===== config.mk =====
export PLATFORM = sky130hd
export DESIGN_NAME = mmu_fault_entry
export DESIGN_NICKNAME = d
export VERILOG_FILES = /design/src/rtl/mfe_pkg.sv /design/src/rtl/mfe_classify.sv /design/src/rtl/mfe_status.sv /design/src/rtl/mfe_capture.sv /design/src/rtl/mmu_fault_entry.sv
export SDC_FILE = /design/constraint.sdc
export NUM_CORES = 1
export LEC_CHECK = 0
export BUFFER_PORTS_ARGS = -buffer_cell sky130_fd_sc_hd__clkbuf_2
export CAP_MARGIN = 30
export CORE_ASPECT_RATIO = 0.6
export CORE_UTILIZATION = 40
export DETAILED_ROUTE_END_ITERATION = 10
export PLACE_DENSITY = 0.73
export SLEW_MARGIN = 25
export SYNTH_ARGS = -nofsm -noshare
export SYNTH_HDL_FRONTEND = slang
export SYNTH_HIERARCHICAL = 1
export SYNTH_SLANG_ARGS = --single-unit

===== constraint.sdc =====
create_clock -name clk_i -period 1.6 [get_ports clk_i]
set_clock_uncertainty 0.15 [all_clocks]
set_input_delay 0 -clock clk_i [delete_from_list [all_inputs] [get_ports clk_i]]
set_output_delay 0 -clock clk_i [all_outputs]
set_load 0.05 [all_outputs]

===== src/rtl/mfe_pkg.sv =====
package mfe_pkg;
  localparam int CODE_W = 12;
  localparam logic [31:0] VEC_OFFSET = 32'h0000_0100;

  // Exception code from fault kind (1 = protection) and direction (1 = store).
  function automatic logic [CODE_W-1:0] entry_code(input logic prot, input logic store);
    logic [CODE_W-1:0] c;
    case ({prot, store})
      2'b00:   c = 12'h040;
      2'b01:   c = 12'h060;
      2'b10:   c = 12'h0A0;
      default: c = 12'h0C0;
    endcase
    return c;
  endfunction
endpackage


===== src/rtl/mfe_classify.sv =====
module mfe_classify
  import mfe_pkg::*;
#(
  parameter int SR_W    = 32,
  parameter int BLK_BIT = 28
) (
  input  logic              clk_i,
  input  logic              rst_ni,
  input  logic              fault_i,
  input  logic              prot_i,
  input  logic              store_i,
  input  logic [SR_W-1:0]   cur_sr_i,
  output logic              accept_o,
  output logic              blocked_o,
  output logic [CODE_W-1:0] code_o
);
  assign blocked_o = cur_sr_i[BLK_BIT];
  assign accept_o  = fault_i & ~blocked_o;
  assign code_o    = entry_code(prot_i, store_i);

  // only the four defined codes can ever be produced
  a_r2_code_known: assert property (@(posedge clk_i) disable iff (!rst_ni)
    (code_o == 12'h040) || (code_o == 12'h060) || (code_o == 12'h0A0) || (code_o == 12'h0C0));
endmodule


===== src/rtl/mfe_status.sv =====
module mfe_status #(
  parameter int              SR_W     = 32,
  parameter int              PC_W     = 32,
  parameter int              PRIV_BIT = 30,
  parameter int              BANK_BIT = 29,
  parameter int              BLK_BIT  = 28,
  parameter logic [SR_W-1:0] SR_RESET = 32'h7000_0000
) (
  input  logic            clk_i,
  input  logic            rst_ni,
  input  logic            accept_i,
  input  logic [SR_W-1:0] cur_sr_i,
  input  logic [PC_W-1:0] pc_i,
  input  logic [PC_W-1:0] branch_pc_i,
  input  logic            delay_slot_i,
  output logic [SR_W-1:0] saved_sr_o,
  output logic [SR_W-1:0] sr_o,
  output logic [PC_W-1:0] saved_pc_o
);
  localparam logic [SR_W-1:0] ENTRY_SET =
    (SR_W'(1) << PRIV_BIT) | (SR_W'(1) << BANK_BIT) | (SR_W'(1) << BLK_BIT);

  logic [SR_W-1:0] sr_next;
  logic [PC_W-1:0] resume_pc;

  assign sr_next   = cur_sr_i | ENTRY_SET;
  assign resume_pc = delay_slot_i ? branch_pc_i : pc_i;

  always_ff @(posedge clk_i or negedge rst_ni) begin
    if (!rst_ni) begin
      saved_sr_o <= '0;
      sr_o       <= SR_RESET;
      saved_pc_o <= '0;
    end else if (accept_i) begin
      saved_sr_o <= cur_sr_i;
      sr_o       <= sr_next;
      saved_pc_o <= resume_pc;
    end
  end

  // saved word is the pre-fault status
  a_r4_saved_sr: assert property (@(posedge clk_i) disable iff (!rst_ni)
    accept_i |=> saved_sr_o == $past(cur_sr_i));
  // entry bits set after capture
  a_r5_entry_bits: assert property (@(posedge clk_i) disable iff (!rst_ni)
    accept_i |=> (sr_o[PRIV_BIT] && sr_o[BANK_BIT] && sr_o[BLK_BIT]));
  // resume PC chosen from delay-slot flag
  a_r3_resume_pc: assert property (@(posedge clk_i) disable iff (!rst_ni)
    (accept_i && delay_slot_i) |=> saved_pc_o == $past(branch_pc_i));
  // no strobe, no change
  a_r10_sr_hold: assert property (@(posedge clk_i) disable iff (!rst_ni)
    !accept_i |=> $stable(sr_o) && $stable(saved_sr_o) && $stable(saved_pc_o));
endmodule


===== src/rtl/mfe_capture.sv =====
module mfe_capture
  import mfe_pkg::*;
#(
  parameter int ADDR_W    = 32,
  parameter int PAGE_BITS = 10,
  parameter int WAY_W     = 2
) (
  input  logic              clk_i,
  input  logic              rst_ni,
  input  logic              accept_i,
  input  logic [ADDR_W-1:0] vaddr_i,
  input  logic [WAY_W-1:0]  way_i,
  input  logic [CODE_W-1:0] code_i,
  input  logic [ADDR_W-1:0] vec_base_i,
  output logic [ADDR_W-1:0] page_tag_o,
  output logic [ADDR_W-1:0] fault_addr_o,
  output logic [CODE_W-1:0] exc_code_o,
  output logic [WAY_W-1:0]  fault_way_o,
  output logic              redirect_o,
  output logic [ADDR_W-1:0] redirect_pc_o
);
  localparam logic [ADDR_W-1:0] PAGE_MASK = ~((ADDR_W'(1) << PAGE_BITS) - ADDR_W'(1));

  logic [ADDR_W-1:0] page_next;
  logic [ADDR_W-1:0] target_next;

  assign page_next   = vaddr_i & PAGE_MASK;
  assign target_next = vec_base_i + ADDR_W'(VEC_OFFSET);

  always_ff @(posedge clk_i or negedge rst_ni) begin
    if (!rst_ni) begin
      page_tag_o    <= '0;
      fault_addr_o  <= '0;
      exc_code_o    <= '0;
      fault_way_o   <= '0;
      redirect_o    <= 1'b0;
      redirect_pc_o <= '0;
    end else begin
      redirect_o <= accept_i;
      if (accept_i) begin
        page_tag_o    <= page_next;
        fault_addr_o  <= vaddr_i;
        exc_code_o    <= code_i;
        fault_way_o   <= way_i;
        redirect_pc_o <= target_next;
      end
    end
  end

  // pulse only follows an accepted strobe
  a_r7_pulse_cause: assert property (@(posedge clk_i) disable iff (!rst_ni)
    redirect_o |-> $past(accept_i));
  // low page bits of captured tag are zero
  a_r1_tag_aligned: assert property (@(posedge clk_i) disable iff (!rst_ni)
    (page_tag_o & ~PAGE_MASK) == '0);
  // way register follows input on capture
  a_r6_way: assert property (@(posedge clk_i) disable iff (!rst_ni)
    accept_i |=> fault_way_o == $past(way_i));
endmodule


===== src/rtl/mmu_fault_entry.sv =====
module mmu_fault_entry
  import mfe_pkg::*;
#(
  parameter int              ADDR_W    = 32,
  parameter int              SR_W      = 32,
  parameter int              WAY_W     = 2,
  parameter int              PAGE_BITS = 10,
  parameter int              PRIV_BIT  = 30,
  parameter int              BANK_BIT  = 29,
  parameter int              BLK_BIT   = 28,
  parameter logic [SR_W-1:0] SR_RESET  = 32'h7000_0000
) (
  input  logic              clk_i,
  input  logic              rst_ni,
  input  logic              fault_i,
  input  logic              fault_kind_i,
  input  logic              store_i,
  input  logic [ADDR_W-1:0] vaddr_i,
  input  logic [WAY_W-1:0]  way_i,
  input  logic [ADDR_W-1:0] pc_i,
  input  logic              delay_slot_i,
  input  logic [ADDR_W-1:0] branch_pc_i,
  input  logic [SR_W-1:0]   cur_sr_i,
  input  logic [ADDR_W-1:0] vec_base_i,
  output logic [ADDR_W-1:0] page_tag_o,
  output logic [ADDR_W-1:0] fault_addr_o,
  output logic [CODE_W-1:0] exc_code_o,
  output logic [ADDR_W-1:0] saved_pc_o,
  output logic [SR_W-1:0]   saved_sr_o,
  output logic [SR_W-1:0]   sr_o,
  output logic [WAY_W-1:0]  fault_way_o,
  output logic              redirect_o,
  output logic [ADDR_W-1:0] redirect_pc_o
);
  logic              accept;
  logic              blocked;
  logic [CODE_W-1:0] code_next;

  mfe_classify #(.SR_W(SR_W), .BLK_BIT(BLK_BIT)) u_classify (
    .clk_i(clk_i), .rst_ni(rst_ni), .fault_i(fault_i), .prot_i(fault_kind_i),
    .store_i(store_i), .cur_sr_i(cur_sr_i), .accept_o(accept),
    .blocked_o(blocked), .code_o(code_next)
  );

  mfe_status #(
    .SR_W(SR_W), .PC_W(ADDR_W), .PRIV_BIT(PRIV_BIT), .BANK_BIT(BANK_BIT),
    .BLK_BIT(BLK_BIT), .SR_RESET(SR_RESET)
  ) u_status (
    .clk_i(clk_i), .rst_ni(rst_ni), .accept_i(accept), .cur_sr_i(cur_sr_i),
    .pc_i(pc_i), .branch_pc_i(branch_pc_i), .delay_slot_i(delay_slot_i),
    .saved_sr_o(saved_sr_o), .sr_o(sr_o), .saved_pc_o(saved_pc_o)
  );

  mfe_capture #(.ADDR_W(ADDR_W), .PAGE_BITS(PAGE_BITS), .WAY_W(WAY_W)) u_capture (
    .clk_i(clk_i), .rst_ni(rst_ni), .accept_i(accept), .vaddr_i(vaddr_i),
    .way_i(way_i), .code_i(code_next), .vec_base_i(vec_base_i),
    .page_tag_o(page_tag_o), .fault_addr_o(fault_addr_o), .exc_code_o(exc_code_o),
    .fault_way_o(fault_way_o), .redirect_o(redirect_o), .redirect_pc_o(redirect_pc_o)
  );

  // a strobe while blocked leaves state and redirect untouched
  a_r8_blocked_ignored: assert property (@(posedge clk_i) disable iff (!rst_ni)
    (fault_i && blocked) |=> !redirect_o && $stable(saved_sr_o) && $stable(exc_code_o));
  // the pulse never lasts two cycles without a fresh strobe
  a_r7_single_pulse: assert property (@(posedge clk_i) disable iff (!rst_ni)
    (redirect_o && !accept) |=> !redirect_o);
endmodule


# Yosys cells after proc, flatten, opt, wreduce, memory -nomap -nowiden
# Index checks and enable logic that the tools add are counted.
[totals]
in_bits = 168
elab_cells = 17
register_bits = 194
out_inout_bits = 207
[classes]
add_sub_neg = 1
muxes = 2
reduce_logical = 1
eq_ne = 2
bitwise = 2
[ops]
columns = ["op", "count"]
rows = [
  ["32-bit by 9-bit adder with 32-bit output (second input constant)", 1],
  ["32-bit two-way mux", 1],
  ["8-bit case mux with 3 select lines", 1],
  ["2-bit by 1-bit == test with 1-bit output (second input constant)", 1],
  ["2-bit == test (second input constant)", 1],
  ["2-bit zero test", 1],
  ["1-bit bitwise AND", 1],
  ["1-bit NOT", 1],
]

# Longest topological paths before layout
# Gate-level depths: netlist of the first run.
[depth]
depth_word = 2
mapped_depth = 6
mapped_depth_nobuf = 5

# Cells and area by module
# The synthesis of the first run kept the hierarchy.
[by_module_without_submodules]
columns = ["mod", "cells_each", "instances", "area_each_um2", "seq_area_each_um2"]
rows = [
  ["mfe_capture", 305, 1, 3679.8, 1976.9],
  ["mfe_status", 240, 1, 3111.7, 1601.5],
  ["mfe_classify", 19, 1, 140.1, 0.0],
]

# Least setup slack after synthesis of the first run
# OpenSTA, ideal clock, no wires.
[synth_timing]
path_type = "input to register"
start = "input vec_base_i[8]"
end = "register u_capture.redirect_pc_o[28]"
path_stages = 5
setup_slack_ns = 0.020
required_time_ns = 1.326
setup_time_ns = 0.124
path_buffers = 0
t_arrival_ns = 1.306
cell_sequence = "ha_1 -> nand4_4 -> or4_4 -> o21a_1 -> o31a_1"
[synth_between]
elab_chain_len = 1
[synth_lines]
columns = ["item", "line_no", "rtl"]
rows = [
  ["start, declared", "mmu_fault_entry.sv:24", "input logic [ADDR_W-1:0] vec_base_i,"],
  ["32-bit by 9-bit adder with 32-bit output", "mfe_capture.sv:28", "assign target_next = vec_base_i + ADDR_W'(VEC_OFFSET);"],
  ["end signal, assigned", "mfe_capture.sv:45", "redirect_pc_o <= target_next;"],
  ["end, declared", "mfe_capture.sv:20", "output logic [ADDR_W-1:0] redirect_pc_o"],
]
# No other way between the ends.
# A chain may end at the register's enable or synchronous reset.

# Final worst setup path of the first run
[layout_timing]
start = "input cur_sr_i[28]"
end = "register u_capture.redirect_pc_o[25]"
[layout_between]
elab_chain_len = 2
[layout_lines]
columns = ["item", "line_no", "rtl"]
rows = [
  ["start, declared", "mmu_fault_entry.sv:23", "input logic [SR_W-1:0] cur_sr_i,"],
  ["1-bit NOT", "mfe_classify.sv:18", "assign accept_o = fault_i & ~blocked_o;"],
  ["1-bit bitwise AND", "mfe_classify.sv:18", ""],
  ["via accept", "mmu_fault_entry.sv:35", "logic accept;"],
]
# The timed path passes the listed nets, and every way through them passes these cells.

==> results of run 1 <==
==> metrics by stage <==
stage,power (uW),instance area (sq um)
2_1_floorplan,8260,7000
3_3_place_gp,9210,8600
3_5_place_dp,9270,8600
4_1_cts,13400,10900
5_1_grt,13900,11000
6_report,13400,11000
==> placed cells by master, fill, tap and decap left out, types with 3 or more instances in the layout <==
cell type and instances:
buf_12 6, clkbuf_16 18, nor4_4 3, nor3_1 5, buf_4 20, nor2_1 51
a211o_1 4, dfrtp_1 143, inv_1 6, mux2i_1 36, nand3_1 9, conb_1 22
a21oi_1 39, xnor2_1 11, inv_6 7, mux2_2 55, nand4b_1 3, nand2_1 10
a21oi_2 8, nand3b_1 3, mux2_4 32, clkinv_2 3, clkbuf_2 358, dlygate4sd3_1 176
nand4_1 5
==> what timing repair did <==
action,4_1_cts,5_1_grt
gates resized for setup,0,15
hold buffers,177,1
setup buffers,0,7
hold endpoints to repair,277,1
endpoints found under the setup margin,0,17
==> registers in the layout, indices dropped and copies added, names as in the netlist <==
signal and cells:
u_capture/fault_way_o 2, u_capture/exc_code_o 12, u_capture/fault_addr_o 32, u_status/saved_pc_o 32, u_capture/redirect_o 1, u_capture/redirect_pc_o 32
u_status/saved_sr_o 32
==> metal layers <==
layer / track usage / wire [um] / vias to the layer above
met2: 0.425 / 11100 / 265
met1: 0.276 / 8290 / 2963
met4: 0.0885 / 580 / 0
li1: - / - / 2864
met3: 0.0578 / 1410 / 50
met5: 0 / 0 / -
==> final cells by class <==
class                           count  share of cell area
Clock buffer                       17              0.0386
Inverter                            8             0.00306
Timing Repair Buffer              565               0.354
Multi-Input combinational cell    329               0.243
Sequential cell                   143               0.324
Clock inverter                     15              0.0112
Tap cell                          228              0.0259
==> power by group <==
part | switching, uW | internal, uW
combinational | 3650 | 1490
clock | 1670 | 2040
sequential | 379 | 4140
==> worst max-delay path by stage <==
stage                     slack [ns]  cells past startpoint           start                                      end
after CTS                       0.02                      7  vec_base_i[22]  u_capture/redirect_pc_o[25]$_DFFE_PN0P_
after global routing           -0.04                      7    cur_sr_i[28]  u_capture/redirect_pc_o[29]$_DFFE_PN0P_
after global placement         -0.03                      6   vec_base_i[8]  u_capture/redirect_pc_o[28]$_DFFE_PN0P_
after floorplan                 0.02                      5   vec_base_i[8]  u_capture/redirect_pc_o[28]$_DFFE_PN0P_
final                          -0.02                      7    cur_sr_i[28]  u_capture/redirect_pc_o[25]$_DFFE_PN0P_
after detailed placement        -0.1                      7   vec_base_i[8]  u_capture/redirect_pc_o[24]$_DFFE_PN0P_
==> tightest hold or removal path, cell delays in order <==
cell and delay (ns):
clkbuf_2 0.12, nand3_1 0.09, or4_4 0.13, or3_1 0.10
a31oi_1 0.08
==> flow_summary.json, run 1 <==
{
  "track_usage": 0.239,
  "hold_viol_final": 0,
  "min_to": "u_capture/redirect_pc_o[26]$_DFFE_PN0P_",
  "rsz0062_at_grt": "yes",
  "cts_buffers": 17,
  "drt_iter0_markers": 286,
  "cts.sinks": 143,
  "die_y_um": 104,
  "finalSetupViolCount": 4,
  "grt_overflow_total": 0,
  "core-area_sq_um": 16600,
  "grt_max_degree": 70,
  "seq_area_sq_um": 3580,
  "drv_slew": 0,
  "dp_slack_ns": -0.0968,
  "setup-tns-final_ns": -0.0631,
  "netlist_instances": 563,
  "utilization": 0.666,
  "ir_drop_mv": 0.924,
  "antenna_cells": 0,
  "endpoint_kind": "flip-flop",
  "fin_ws_ns": -0.0228,
  "fin_hold_ws_ns": 0.0216,
  "start_kind": "input pin",
  "clockRootBuffer": "clkbuf_16",
  "power_density_nw_per_um2": 1210,
  "slowest_delay_ns": 0.56,
  "placementRows": 36,
  "die_width_um": 172,
  "syn_area_per_cell_sq_um": 12.3,
  "crit_family": "buffers and inverters",
  "portBuffers": 361,
  "cp_max_fo": 11,
  "hp-start": "vec_base_i[14]",
  "fin_cells": 1305,
  "fillers": 1231,
  "io_pins": 375,
  "clock_latency_ns": 0.39,
  "cts_max_level": 4,
  "arrival_ns": 1.75,
  "violations": "negative setup slack",
  "yosysWarnings": 6,
  "postRouteAntennaNets": 0,
  "drive_gt1_frac": 0.496,
  "die-area_sq_um": 17900,
  "layout.nets": 1236,
  "crit_path_top_delay_cell": "dlygate4sd3_1",
  "worstSetupPathType": "input pin to flip-flop",
  "detail_route.vias_per_cell": 4.71,
  "antenna_found_initial": 0,
  "worstPathRequired_ns": 1.73,
  "num_vias": 6142,
  "wl_per_cell_um": 16.4,
  "clk_pin_slew_ns": 0.06,
  "gp_congestion": 0.892,
  "r2r-start": "u_capture/redirect_pc_o[28]$_DFFE_PN0P_",
  "cellLeakagePower_uw": 0.00547,
  "fmax_mhz": 616,
  "reg2reg_slack_ns": 0.53,
  "dp.cells": 1090,
  "syn-cell-area_sq_um": 6920,
  "firstDrtPassIters": 4,
  "synthToLayoutAreaGrowth_pct": 59.3,
  "clock_path_buffers": 2,
  "grt_pass1_vias": 6380,
  "worst-path-buf-inv": 5,
  "fin_crit_ns": 1.62,
  "dp_hpwl_mm": 13.5,
  "start_util": 0.418,
  "path_cells": "dlygate4sd3_1 > buf_4 > nor2b_4 > buf_12 > clkinvlp_4 > buf_2 > a211o_1",
  "grt_pass1_wl_mm": 33.1,
  "wl_mm": 21.4,
  "reg2reg_to": "u_capture/redirect_pc_o[28]$_DFFE_PN0P_",
  "min_path_type": "input pin to flip-flop",
  "status": "finished with violations",
  "cts_tree": "built",
  "multiInputGateArea_sq_um": 2680,
  "period_share": 1.01,
  "drc": 0,
  "min_path_cells": 5,
  "reg2reg_depth": 2,
  "max_cap_viol_count": 0
}
Note: power is estimated with default switching activity, not from simulation.
==> run 2: changes to the inputs <==
--- a/config.mk
+++ b/config.mk
@@ -7,12 +7,10 @@
 export LEC_CHECK = 0
 export BUFFER_PORTS_ARGS = -buffer_cell sky130_fd_sc_hd__clkbuf_2
 export CAP_MARGIN = 30
-export CORE_ASPECT_RATIO = 0.6
-export CORE_UTILIZATION = 40
+export CORE_AREA = 2 2 144 146
 export DETAILED_ROUTE_END_ITERATION = 10
-export PLACE_DENSITY = 0.73
+export DIE_AREA = 0 0 146 148
 export SLEW_MARGIN = 25
 export SYNTH_ARGS = -nofsm -noshare
 export SYNTH_HDL_FRONTEND = slang
-export SYNTH_HIERARCHICAL = 1
 export SYNTH_SLANG_ARGS = --single-unit
==> run 2 against run 1 <==
The flow now finishes without violations. Synthesized cell count grew 22%. Total power shrank 9.0%. Utilization shrank 14 points.
==> flow_summary.json, run 2 <==
{
  "status": "finished, final reports clean",
  "mostFrequentLayoutCells": "clkbuf_2 (351), nand2_1 (279), dlygate4sd3_1 (199)",
  "arrival_ns": 1.65,
  "synth_common_cells": "nand2_1 (279), dfrtp_1 (134), buf_4 (73), o21ai_0 (57), mux2i_1 (32)",
  "synth_top_area_share": 0.540,
  "reg2reg_depth": 3,
  "track_usage": 0.183,
  "worst-path-buf-inv": 3,
  "clock_path_buffers": 2,
  "fin_cells": 1486,
  "drv_slew": 0,
  "max_cap_viol_count": 0,
  "grt_overflow_total": 0,
  "postRouteAntennaNets": 0,
  "wl_per_cell_um": 13.7,
  "detail_route.vias_per_cell": 4.26,
  "fin_hold_ws_ns": 0.0150,
  "drc": 0,
  "synth-edff-count": 0,
  "clk_pin_slew_ns": 0.06,
  "synth_top_area_cell": "dfrtp_1",
  "start_kind": "input pin",
  "cts_max_level": 4,
  "clockRootBuffer": "clkbuf_16",
  "finalSetupViolCount": 0,
  "endpoint_kind": "flip-flop",
  "ctsResizeCount": 0,
  "hp-start": "fault_i",
  "wl_mm": 20.3,
  "placementRows": 52,
  "syn-cell-area_sq_um": 6210,
  "synthFlopType": "dfrtp_1",
  "drive_gt1_frac": 0.346,
  "dp_hpwl_mm": 12.9,
  "ir_drop_mv": 0.592,
  "slowest_delay_ns": 0.57,
  "grt_max_degree": 83,
  "synth_area_leaders": "dfrtp_1 (54%), nand2_1 (17%), buf_4 (8.8%), mux2i_1 (5.2%), o21ai_0 (4.6%)",
  "gp_congestion": 0.815,
  "cts.sinks": 134,
  "period_share": 0.948,
  "io_pins": 375,
  "synthToLayoutAreaGrowth_pct": 70.5,
  "drt_iter0_markers": 186,
  "power_density_nw_per_um2": 1150,
  "cp_max_fo": 6,
  "die-area_sq_um": 21600,
  "async_flop_share": 1.00,
  "grt_pass1_vias": 6279,
  "yosysWarnings": 0,
  "core-area_sq_um": 20000,
  "portBuffers": 352,
  "synth.most_common_cell": "nand2_1",
  "layout.nets": 1374,
  "dp.cells": 1253,
  "reg2reg_slack_ns": 0.20,
  "num_vias": 6337,
  "min_to": "u_capture.exc_code_o[7]$_DFFE_PN0P_",
  "r2r-start": "u_status.saved_sr_o[31]$_DFFE_PN0P_",
  "min_path_cells": 5,
  "path_cells": "clkbuf_2 > ha_1 > nand3_2 > buf_4 > nor4_1 > xnor2_1 > dlygate4sd3_1 > o21ai_0",
  "crit_family": "buffers and inverters",
  "final_common_cell": "clkbuf_2",
  "cellLeakagePower_uw": 0.00569,
  "cts_buffers": 17,
  "syn_area_per_cell_sq_um": 9.03,
  "hold_viol_final": 0,
  "fmax_mhz": 659,
  "worstSetupPathType": "input pin to flip-flop",
  "antenna_found_initial": 0,
  "start_util": 0.310,
  "cts_tree": "built",
  "rsz0062_at_grt": "no",
  "crit_path_top_delay_cell": "dlygate4sd3_1",
  "die_width_um": 146,
  "die_y_um": 148,
  "worstPathRequired_ns": 1.74,
  "synth.yosys.seq_area_share": 0.540,
  "fin_crit_ns": 1.52,
  "yosys.cell_types.count": 30,
  "firstDrtPassIters": 4,
  "clock_latency_ns": 0.41,
  "min_path_type": "input pin to flip-flop",
  "synth_seq_cells": 134,
  "grt_pass1_wl_mm": 31.6,
  "reg2reg_to": "u_status.saved_sr_o[31]$_DFFE_PN0P_",
  "netlist_instances": 688
}
[run 2: cell families (layout without fill, tap and decap cells)]
group,Yosys count,count (layout),synth area share
buffers and inverters,114,621,0.113
and+or+nand+nor,322,322,0.210
other,2,23,0.00121
adders and majority gates,4,4,0.00806
xor gates and xnor gates,15,15,0.0212
muxes,32,32,0.0516
AOI/OAI and AO/OA,65,65,0.0546
DFF,134,134,0.540
[run 2: worst register-to-register path, cell delays in order, from the launching register on]
cell and delay [ns]:
dfrtp_1 0.43, nand2_1 0.09, nand2_1 0.05, dlygate4sd3_1 0.56
[run 2: power breakdown]
part           leakage (uW)  switching [uW]  total [uW]  internal, uW
clock              0.000245            1560        3600          2030
sequential          0.00165             287        4110          3830
combinational       0.00379            3200        4450          1250
[run 2: per-stage QoR]
stage | setup slack [ns] | total power [uW] | area [sq um] | TNS (ns) | utilization
2_1_floorplan | 0.0421 | 7180 | 6290 | 0 | -
3_3_place_gp | -0.124 | 8070 | 8030 | -0.736 | 0.401
3_5_place_dp | -0.153 | 8100 | 8030 | -0.873 | 0.401
4_1_cts | 0.0333 | 12200 | 10600 | 0 | 0.528
5_1_grt | 0.0745 | 12700 | 10600 | 0 | 0.528
6_report | 0.0829 | 12200 | 10600 | 0 | 0.528
[run 2: layout make-up]
cell class / count / area (sq um)
Timing Repair Buffer: 583 / 4090
Inverter: 6 / 22.5
Fill cell: 1790 / 9450
Clock buffer: 19 / 443
Sequential cell: 134 / 3350
Multi-Input combinational cell: 460 / 2240
Antenna cell: 1 / 2.50
Tap cell: 270 / 338
Clock inverter: 13 / 97.6
[run 2: repair_timing]
item                                   in CTS  in global routing
setup endpoints to repair                   0                 27
endpoints found under the hold margin     266                  0
hold buffers                              200                  0
setup buffers                               0                  0
[run 2: how the worst max path moves through the flow]
stage,from,to,cells after the start
6_report,vec_base_i[8],u_capture.redirect_pc_o[20]$_DFFE_PN0P_,8
3_5_place_dp,vec_base_i[8],u_capture.redirect_pc_o[30]$_DFFE_PN0P_,6
5_1_grt,store_i,u_capture.exc_code_o[5]$_DFFE_PN0P_,6
4_1_cts,cur_sr_i[28],u_status.saved_sr_o[10]$_DFFE_PN0P_,7
2_1_floorplan,vec_base_i[8],u_capture.redirect_pc_o[28]$_DFFE_PN0P_,6
3_3_place_gp,vec_base_i[8],u_capture.redirect_pc_o[30]$_DFFE_PN0P_,6
[run 2: layer usage]
layer	vias up	track usage	part of all wire
met5	-	0	0
met1	2944	0.196	0.39
met4	0	0.0684	0.022
met2	220	0.340	0.53
met3	29	0.0537	0.060
li1	3144	-	-
==> run 3: changes to the inputs <==
--- a/config.mk
+++ b/config.mk
@@ -10,6 +10,7 @@
 export CORE_AREA = 2 2 144 146
 export DETAILED_ROUTE_END_ITERATION = 10
 export DIE_AREA = 0 0 146 148
+export SKIP_LAST_GASP = 1
 export SLEW_MARGIN = 25
 export SYNTH_ARGS = -nofsm -noshare
 export SYNTH_HDL_FRONTEND = slang
==> constraint.sdc (replaced) <==
create_clock -name clk_i -period 1.6 [get_ports clk_i]
set_clock_uncertainty 0.15 [all_clocks]
set_input_delay 0.08 -clock clk_i [delete_from_list [all_inputs] [get_ports clk_i]]
set_output_delay 0.08 -clock clk_i [all_outputs]
set_load 0.05 [all_outputs]
==> run 3 against run 2 <==
Flip-flop and latch count is the same. Sequential share of layout area grew 0.90 points. Utilization shrank 1.5 points. First-iteration DRC count shrank 27%. Via count shrank 2.9%. Sequential power is essentially flat. Die area is the same. Critical path depth shrank 2. Final area shrank 2.8%.
==> flow_summary.json, run 3 (synthesis results as in run 2) <==
{
  "die_width_um": 146,
  "firstDrtPassIters": 4,
  "clockRootBuffer": "clkbuf_16",
  "grt_max_degree": 134,
  "postRouteAntennaNets": 0,
  "placementRows": 52,
  "path_cells": "dlygate4sd3_1 > clkbuf_2 > and4_1 > nand4_1 > o21a_1 > o31a_1",
  "wl_per_cell_um": 13.3,
  "portBuffers": 352,
  "fmax_mhz": 682,
  "ctsResizeCount": 0,
  "layout.nets": 1340,
  "crit_path_top_delay_cell": "dlygate4sd3_1",
  "dp_hpwl_mm": 13.2,
  "start_kind": "input pin",
  "detail_route.vias_per_cell": 4.24,
  "gp_congestion": 0.768,
  "max_cap_viol_count": 0,
  "p_clk_frac": 0.307,
  "drive_gt1_frac": 0.358,
  "worst-path-buf-inv": 2,
  "cts.sinks": 134,
  "crit_family": "buffers and inverters",
  "holdBufCountCts": 164,
  "num_vias": 6153,
  "ir_drop_mv": 0.624,
  "die-area_sq_um": 21600,
  "pwr-share-seq": 0.339,
  "grt_overflow_total": 0,
  "drt_iter0_markers": 135,
  "place_area_sq_um": 8090,
  "slew_headroom": 0.665,
  "worstSetupPathType": "input pin to flip-flop",
  "drc": 0,
  "die_y_um": 148,
  "status": "finished, final reports clean",
  "io_pins": 375,
  "cellLeakagePower_uw": 0.00554,
  "power_density_nw_per_um2": 1180,
  "cp_max_fo": 4,
  "cts_tree": "built",
  "antenna_found_initial": 0,
  "arrival_ns": 1.61,
  "antenna_cells": 0,
  "grt_pass1_wl_mm": 30.5,
  "cts_max_level": 4,
  "cts_buffers": 17,
  "synthToLayoutAreaGrowth_pct": 65.8,
  "start_util": 0.310,
  "fin_crit_ns": 1.47,
  "swShare": 0.411,
  "power.net_switching_uw": 4980,
  "grt_pass1_vias": 6103,
  "utilization": 0.514,
  "p_int_uw": 7140,
  "period_share": 0.916,
  "mostFrequentLayoutCells": "clkbuf_2 (351), nand2_1 (279), dlygate4sd3_1 (164)",
  "core-area_sq_um": 20000,
  "clk_pin_slew_ns": 0.06,
  "hold_viol_final": 0,
  "cts_setup_buffers": 0,
  "track_usage": 0.176,
  "drv_slew": 0,
  "clock_latency_ns": 0.41,
  "clock_path_buffers": 2,
  "final_common_cell": "clkbuf_2",
  "total_power_uw": 12100,
  "rsz0062_at_grt": "no",
  "wl_mm": 19.3,
  "pwr-share-comb": 0.354,
  "design_area_sq_um": 10300,
  "slowest_delay_ns": 0.54,
  "endpoint_kind": "flip-flop",
  "min_path_type": "input pin to flip-flop",
  "finalSetupViolCount": 0,
  "worstPathRequired_ns": 1.74,
  "tightest_slew_ns": 0.502
}
==> run 3: worst paths after layout <==
check / from / end / slack, ns / depth (start not counted)
worst max-delay path: vec_base_i[27] / u_capture.redirect_pc_o[31]$_DFFE_PN0P_ / 0.13 / 6
worst min-delay path: vec_base_i[10] / u_capture.redirect_pc_o[10]$_DFFE_PN0P_ / 0.01 / 4
worst max register to register: u_capture.redirect_pc_o[31]$_DFFE_PN0P_ / u_capture.redirect_pc_o[31]$_DFFE_PN0P_ / 0.71 / 2
worst min register to register: u_capture.exc_code_o[7]$_DFFE_PN0P_ / u_capture.exc_code_o[7]$_DFFE_PN0P_ / 0.32 / 2
max in group asynchronous: rst_ni / u_status.saved_sr_o[25]$_DFFE_PN0P_ / 0.26 / 4
min in group asynchronous: rst_ni / u_status.saved_sr_o[20]$_DFFE_PN0P_ / 0.47 / 3
==> run 3: cell type report <==
type                    count  area [sq um]
fillers                  1848          9740
repair buffers            549          3740
flip-flops and latches    134          3350
multi-input cells         460          2270
clock buffers              19           443
well taps                 270           338
clock inverters            13           121
inverters                   6          22.5
==> run 3: per-layer routing <==
layer | track usage | up-vias | share of wire
met3 | 0.0540 | 38 | 0.068
met2 | 0.316 | 224 | 0.51
met5 | 0 | - | 0
met1 | 0.198 | 2815 | 0.39
li1 | - | 3076 | -
met4 | 0.0665 | 0 | 0.026
==> run 3: power by group through the flow <==
stage	sequential [uW]	clock, uW	combinational [uW]
after floorplan	5680	0	1500
after global placement	4150	0	3940
after detailed placement	4160	0	3960
after CTS	4110	3870	4300
after global routing	4170	3990	4530
final	4110	3720	4290
==> run 3: through the flow <==
stage / instances / hold WS (ns) / setup TNS (ns) / setup slack, ns
after CTS: 1451 / 0.00271 / 0 / 0.142
final: 1451 / 0.0125 / 0 / 0.134
after detailed placement: 1255 / -0.205 / -1.59 / -0.238
after global placement: 1255 / -0.202 / -1.33 / -0.208
after global routing: 1451 / 0.0484 / 0 / 0.0150
after floorplan: 708 / -0.366 / 0 / 0.0143
==> run 3: worst register-to-register path: cells and delay by family (launching register included) <==
| family | cells | cell delay, ns |
|---|---|---|
| AOI/OAI and AO/OA | 1 | 0.10 |
| DFF | 1 | 0.38 |
| and+or+nand+nor | 1 | 0.15 |
